### src/rtl/dbg_id_pkg.sv
package dbg_id_pkg;

    typedef enum logic [3:0] {
        OUT_NONE  = 4'b0000,
        OUT_READ  = 4'b0001,
        OUT_UNDEF = 4'b0010,
        OUT_TRAP  = 4'b0100,
        OUT_HYP   = 4'b1000
    } outcome_e;

    localparam logic [5:0] CLS_DBG  = 6'h05;
    localparam logic [5:0] CLS_UDCC = 6'h00;

    typedef struct packed {
        logic [1:0] cur_el;
        logic       halted;
        logic       ign_trap;
        logic       el2_present;
        logic       el2_enabled;
        logic       el3_present;
        logic       el1_is32;
        logic       el2_is32;
        logic       el3_is32;
        logic       mon_tda;
        logic       el1_tdcc;
        logic       user_dcc_dis;
        logic       hyp_tde;
        logic       hyp_tda;
        logic       route_el2;
        logic       undef_prio;
        logic       sdd_undef;
    } req_t;

    typedef struct packed {
        outcome_e    outcome;
        logic [1:0]  tgt;
        logic [5:0]  cls;
        logic [31:0] data;
    } resp_t;

    // count-minus-one with saturation at 15 and a lower floor
    function automatic logic [3:0] count_field(int unsigned n, int unsigned floor_v);
        int unsigned f;
        f = (n == 0) ? 0 : n - 1;
        if (f > 15) f = 15;
        if (f < floor_v) f = floor_v;
        return 4'(f);
    endfunction

endpackage

### src/rtl/dbg_id_value.sv
module dbg_id_value
    import dbg_id_pkg::*;
#(
    parameter int unsigned NUM_WP  = 4,
    parameter int unsigned NUM_BP  = 6,
    parameter int unsigned NUM_CTX = 2,
    parameter logic [3:0]  DBG_VER = 4'hB
) (
    input  logic        el3_present_i,
    output logic [31:0] id_o
);
    localparam logic [3:0] WP_F    = count_field(NUM_WP, 1);
    localparam logic [3:0] BP_F    = count_field(NUM_BP, 1);
    localparam logic [3:0] CTX_RAW = count_field(NUM_CTX, 0);
    localparam logic [3:0] CTX_F   = (CTX_RAW > BP_F) ? BP_F : CTX_RAW;

    assign id_o = {WP_F, BP_F, CTX_F, DBG_VER, 1'b1, el3_present_i,
                   1'b0, el3_present_i, 12'h000};
endmodule

### src/rtl/dbg_access_decide.sv
module dbg_access_decide
    import dbg_id_pkg::*;
(
    input  req_t        req_i,
    input  logic [31:0] id_i,
    output resp_t       resp_o
);
    logic el3_64, el2_on, el2_64, el2_32, el1_64;
    resp_t r;

    assign el3_64 = req_i.el3_present && !req_i.el3_is32;
    assign el2_on = req_i.el2_present && req_i.el2_enabled;
    assign el2_64 = el2_on && !req_i.el2_is32;
    assign el2_32 = el2_on && req_i.el2_is32;
    assign el1_64 = !req_i.el1_is32;

    always_comb begin
        r = '{outcome: OUT_READ, tgt: 2'd0, cls: 6'd0, data: 32'd0};
        if (req_i.halted && req_i.ign_trap) begin
            r.outcome = OUT_READ;
        end else if (req_i.cur_el == 2'd3) begin
            r.outcome = OUT_READ;
        end else if (el3_64 && req_i.undef_prio && req_i.mon_tda) begin
            r.outcome = OUT_UNDEF;
        end else if (req_i.cur_el == 2'd0 && el1_64 && req_i.el1_tdcc) begin
            r.outcome = OUT_TRAP;
            r.cls     = CLS_DBG;
            r.tgt     = (el2_64 && req_i.route_el2) ? 2'd2 : 2'd1;
        end else if (req_i.cur_el == 2'd0 && !el1_64 && req_i.user_dcc_dis) begin
            if (el2_64 && req_i.route_el2) begin
                r.outcome = OUT_TRAP;
                r.tgt     = 2'd2;
                r.cls     = CLS_DBG;
            end else if (el2_32 && req_i.route_el2) begin
                r.outcome = OUT_HYP;
                r.tgt     = 2'd2;
                r.cls     = CLS_UDCC;
            end else begin
                r.outcome = OUT_UNDEF;
            end
        end else if (el2_on && (req_i.hyp_tde || req_i.hyp_tda ||
                     (req_i.cur_el == 2'd0 && req_i.route_el2)) &&
                     req_i.cur_el != 2'd2) begin
            r.outcome = el2_64 ? OUT_TRAP : OUT_HYP;
            r.tgt     = 2'd2;
            r.cls     = CLS_DBG;
        end else if (el3_64 && req_i.mon_tda) begin
            if (req_i.sdd_undef) begin
                r.outcome = OUT_UNDEF;
            end else begin
                r.outcome = OUT_TRAP;
                r.tgt     = 2'd3;
                r.cls     = CLS_DBG;
            end
        end
        if (r.outcome == OUT_READ) r.data = id_i;
    end

    assign resp_o = r;
endmodule

### src/rtl/dbg_id_access.sv
module dbg_id_access
    import dbg_id_pkg::*;
#(
    parameter int unsigned NUM_WP  = 4,
    parameter int unsigned NUM_BP  = 6,
    parameter int unsigned NUM_CTX = 2,
    parameter logic [3:0]  DBG_VER = 4'hB
) (
    input  logic        clk,
    input  logic        rst_n,
    input  logic [1:0]  cur_el_i,
    input  logic        halted_i,
    input  logic        ign_trap_dbg_i,
    input  logic        el2_present_i,
    input  logic        el2_enabled_i,
    input  logic        el3_present_i,
    input  logic        el1_is32_i,
    input  logic        el2_is32_i,
    input  logic        el3_is32_i,
    input  logic        mon_tda_i,
    input  logic        el1_tdcc_i,
    input  logic        user_dcc_dis_i,
    input  logic        hyp_tde_i,
    input  logic        hyp_tda_i,
    input  logic        route_el2_i,
    input  logic        undef_prio_i,
    input  logic        sdd_undef_i,
    output logic [3:0]  outcome_o,
    output logic [1:0]  tgt_el_o,
    output logic [5:0]  syn_class_o,
    output logic [31:0] rdata_o
);
    req_t        req;
    logic [31:0] id_val;
    resp_t       dec;
    resp_t       st_d, st_q;

    assign req = '{cur_el: cur_el_i, halted: halted_i, ign_trap: ign_trap_dbg_i,
                   el2_present: el2_present_i, el2_enabled: el2_enabled_i,
                   el3_present: el3_present_i, el1_is32: el1_is32_i,
                   el2_is32: el2_is32_i, el3_is32: el3_is32_i,
                   mon_tda: mon_tda_i, el1_tdcc: el1_tdcc_i,
                   user_dcc_dis: user_dcc_dis_i, hyp_tde: hyp_tde_i,
                   hyp_tda: hyp_tda_i, route_el2: route_el2_i,
                   undef_prio: undef_prio_i, sdd_undef: sdd_undef_i};

    dbg_id_value #(
        .NUM_WP(NUM_WP), .NUM_BP(NUM_BP), .NUM_CTX(NUM_CTX), .DBG_VER(DBG_VER)
    ) u_idv (
        .el3_present_i(el3_present_i),
        .id_o         (id_val)
    );

    dbg_access_decide u_dec (
        .req_i (req),
        .id_i  (id_val),
        .resp_o(dec)
    );

    always_comb begin
        st_d = dec;
    end

    always_ff @(posedge clk) begin
        if (!rst_n) st_q <= '{outcome: OUT_NONE, tgt: 2'd0, cls: 6'd0, data: 32'd0};
        else        st_q <= st_d;
    end

    assign outcome_o   = st_q.outcome;
    assign tgt_el_o    = st_q.tgt;
    assign syn_class_o = st_q.cls;
    assign rdata_o     = st_q.data;
endmodule

### config.mk
export PLATFORM = sky130hd
export DESIGN_NAME = dbg_id_access
export DESIGN_NICKNAME = d
export VERILOG_FILES = /design/src/rtl/dbg_id_pkg.sv /design/src/rtl/dbg_id_value.sv /design/src/rtl/dbg_access_decide.sv /design/src/rtl/dbg_id_access.sv
export SDC_FILE = /design/constraint.sdc
export NUM_CORES = 1
export LEC_CHECK = 0
export BUFFER_PORTS_ARGS = -buffer_cell sky130_fd_sc_hd__buf_2
export CAP_MARGIN = 20
export CORE_MARGIN = 1
export CORE_UTILIZATION = 38
export CTS_BUF_LIST = sky130_fd_sc_hd__clkbuf_8
export DETAILED_ROUTE_END_ITERATION = 10
export GPL_TIMING_DRIVEN = 0
export PLACE_DENSITY = 0.88
export SYNTH_ARGS = -nofsm -noshare
export SYNTH_HDL_FRONTEND = slang
export SYNTH_SLANG_ARGS = --single-unit
### constraint.sdc
create_clock -name clk -period 1.65 [get_ports clk]
set_input_delay 0.2475 -clock clk [delete_from_list [all_inputs] [get_ports clk]]
set_output_delay 0.2475 -clock clk [all_outputs]
set_load 0.005 [all_outputs]
==> flow_metrics.env <==
export IMPL_io_pins=64
export IMPL_max_freq_mhz=681
export IMPL_synth_cell_type_count=27
export IMPL_hold_class="input port to register"
export IMPL_yosysMostFrequentCell="buf_4"
export IMPL_synthTopCellsByArea="buf_4 37%, dfxtp_1 25%, a221oi_4 3.7%, o32ai_1 3.7%, mux2i_1 2.8%"
export IMPL_place_hpwl_um=1230
export IMPL_die_area_um2=2060
export IMPL_grtUsageTotal=0.130
export IMPL_yosys_most_used_dff="dfxtp_1"
export IMPL_postRouteWirelength_um=1360
export IMPL_post_cts_resized=0
export IMPL_synth_avg_cell_area_um2=8.62
export IMPL_synth_common_cells="35 x buf_4, 9 x dfxtp_1, 5 x nor2_1"
export IMPL_vdd_ir_drop_max_uv=264
export IMPL_cts_tree="yes"
export IMPL_critPathCaptureType="register"
export IMPL_dr_pass1_iters=3
export IMPL_synth_area_leader_cell="buf_4"
export IMPL_min_period_over_period=0.890
export IMPL_total_power_mw=0.692
export IMPL_drc=0
export IMPL_powerDensity_nw_per_um2=644
export IMPL_die_h_um=45.4
export IMPL_rsz0062_at_grt="no"
export IMPL_ys_warn_count=0
export IMPL_grt_overflow=0
export IMPL_final_hold_viol_count=0
export IMPL_crit_start="cur_el_i[1]"
export IMPL_routed_via_density=3.91
export IMPL_path_clk_slew_ns=0.04
export IMPL_seq_area_um2=180
export IMPL_area_growth_pct=50.0
export IMPL_synth_seq_cells=9
export IMPL_grt_max_degree=10
export IMPL_syn_area_um2=716
export IMPL_die_w_um=45.4
export IMPL_outcome="completed"
export IMPL_period_needed_ns=1.47
export IMPL_yosys_area_top_type_share=0.367
export IMPL_drv_slew=0
export IMPL_min_delay_start="el2_is32_i"
export IMPL_initial_core_util=0.410
export IMPL_critPathMaxFanout=7
export IMPL_nNetsFinal=170
export IMPL_synth_edf_count=0
export IMPL_p_leak_nw=0.640
export IMPL_dpl_cell_area_um2=1030
export IMPL_cts_root_buf="clkbuf_8"
export IMPL_coreArea_um2=1750
export IMPL_antenna_found_initial=0
export IMPL_vias=681
export IMPL_drt_initial_drc_count=7
export IMPL_crit_path_start_kind="input port"
export IMPL_cts_hold_buf=0
export IMPL_place_gp_congestion=0.845
export IMPL_postCtsSetupBuffers=0
export IMPL_crit_type="input port to register"
export IMPL_grt_pass1_wl_um=1930
export IMPL_hold_path_depth=2
export IMPL_worst_hold_slack_ns=0.249
export IMPL_cts_sinks=9
export IMPL_htree_levels=1
export IMPL_crit_required_ns=1.79
export IMPL_grt_pass1_vias=552
export IMPL_layout_drive_gt1_share=0.557
export IMPL_cts_buffers=3
export IMPL_setup_violations=0
export IMPL_fillerInstances=168
export IMPL_setup_tns_ns=0
export IMPL_cts_buffer_depth=2
export IMPL_seq_area_frac_synth=0.252
export IMPL_async_reset_ff_frac=0
export IMPL_rows=15
export IMPL_arrival_ns=1.61
export IMPL_postLayoutCellArea_um2=1070
export IMPL_diodes=0
export IMPL_cap_viol_max_count=0
export IMPL_drt_wirelength_per_cell_um=7.79
export IMPL_syn_inst=83
export IMPL_detail_route_antenna_nets=0
export IMPL_multi_input_area_um2=352
export IMPL_port_buffers=38
==> report_power, final <==
| group | switching (mW) | total, mW | internal, mW | leakage [nW] |
|---|---|---|---|---|
| Clock | 0.0803 | 0.244 | 0.164 | 0.0255 |
| Combinational | 0.0828 | 0.208 | 0.126 | 0.540 |
| Sequential | 0.00817 | 0.239 | 0.231 | 0.0739 |
| Total | 0.171 | 0.692 | 0.520 | 0.640 |
==> layer usage <==
metal / wire length [um] / track usage / part of all wire
met5: 0 / 0 / 0
met4: 33 / 0.0970 / 0.024
met3: 111 / 0.0238 / 0.082
met2: 716 / 0.257 / 0.53
met1: 493 / 0.112 / 0.36
==> kinds of logic after synthesis <==
logic type | Yosys count | share of synthesized area
DFF | 9 | 0.252
other | 1 | 0.00524
muxes | 2 | 0.0280
and+or+nand+nor | 22 | 0.175
AOI/OAI and AO/OA | 11 | 0.157
buffers and inverters | 38 | 0.383
==> per-stage QoR <==
stage	instances	worst slack, ns	util
2_1_floorplan	107	0.212	-
3_3_place_gp	170	-0.0205	0.589
3_5_place_dp	170	-0.0457	0.589
4_1_cts	174	0.187	0.615
5_1_grt	174	0.0892	0.615
6_report	174	0.182	0.615
==> worst max-delay path: stages <==
cell      delay [ns]
buf_2           0.14
or3b_4          0.41
a221oi_4        0.42
o21bai_2        0.15
a311oi_2        0.24
==> area by class of cell <==
| cell class | instances | area share |
|---|---|---|
| multi-input combinational | 60 | 0.328 |
| buffer | 35 | 0.245 |
| tap | 25 | 0.0291 |
| timing repair buffer | 38 | 0.177 |
| inverter | 3 | 0.0105 |
| sequential | 9 | 0.168 |
| clock buffer | 3 | 0.0385 |
| clock inverter | 1 | 0.00466 |
==> layout by cell type, fill, tap and decap left out, types with 2 or more instances in the layout <==
cell type,instances
buf_2,38
buf_4,35
conb_1,25
dfxtp_1,9
nor2_1,5
inv_1,3
nand2_1,3
o32ai_1,3
clkbuf_8,3
mux2i_1,2
nor3_1,2
nand3b_1,2
nand3_1,2
==> sequential cells by signal, indices dropped and copies added, names as in the netlist <==
register	count
outcome_o	4
rdata_o	2
tgt_el_o	2
syn_class_o	1
==> final timing paths <==
| path | endpoint | slack [ns] |
|---|---|---|
| worst max-delay path | outcome_o[2]$_SDFF_PN0_ | 0.18 |
| worst min-delay path | outcome_o[2]$_SDFF_PN0_ | 0.25 |
Power figures use the tool's default switching activity.
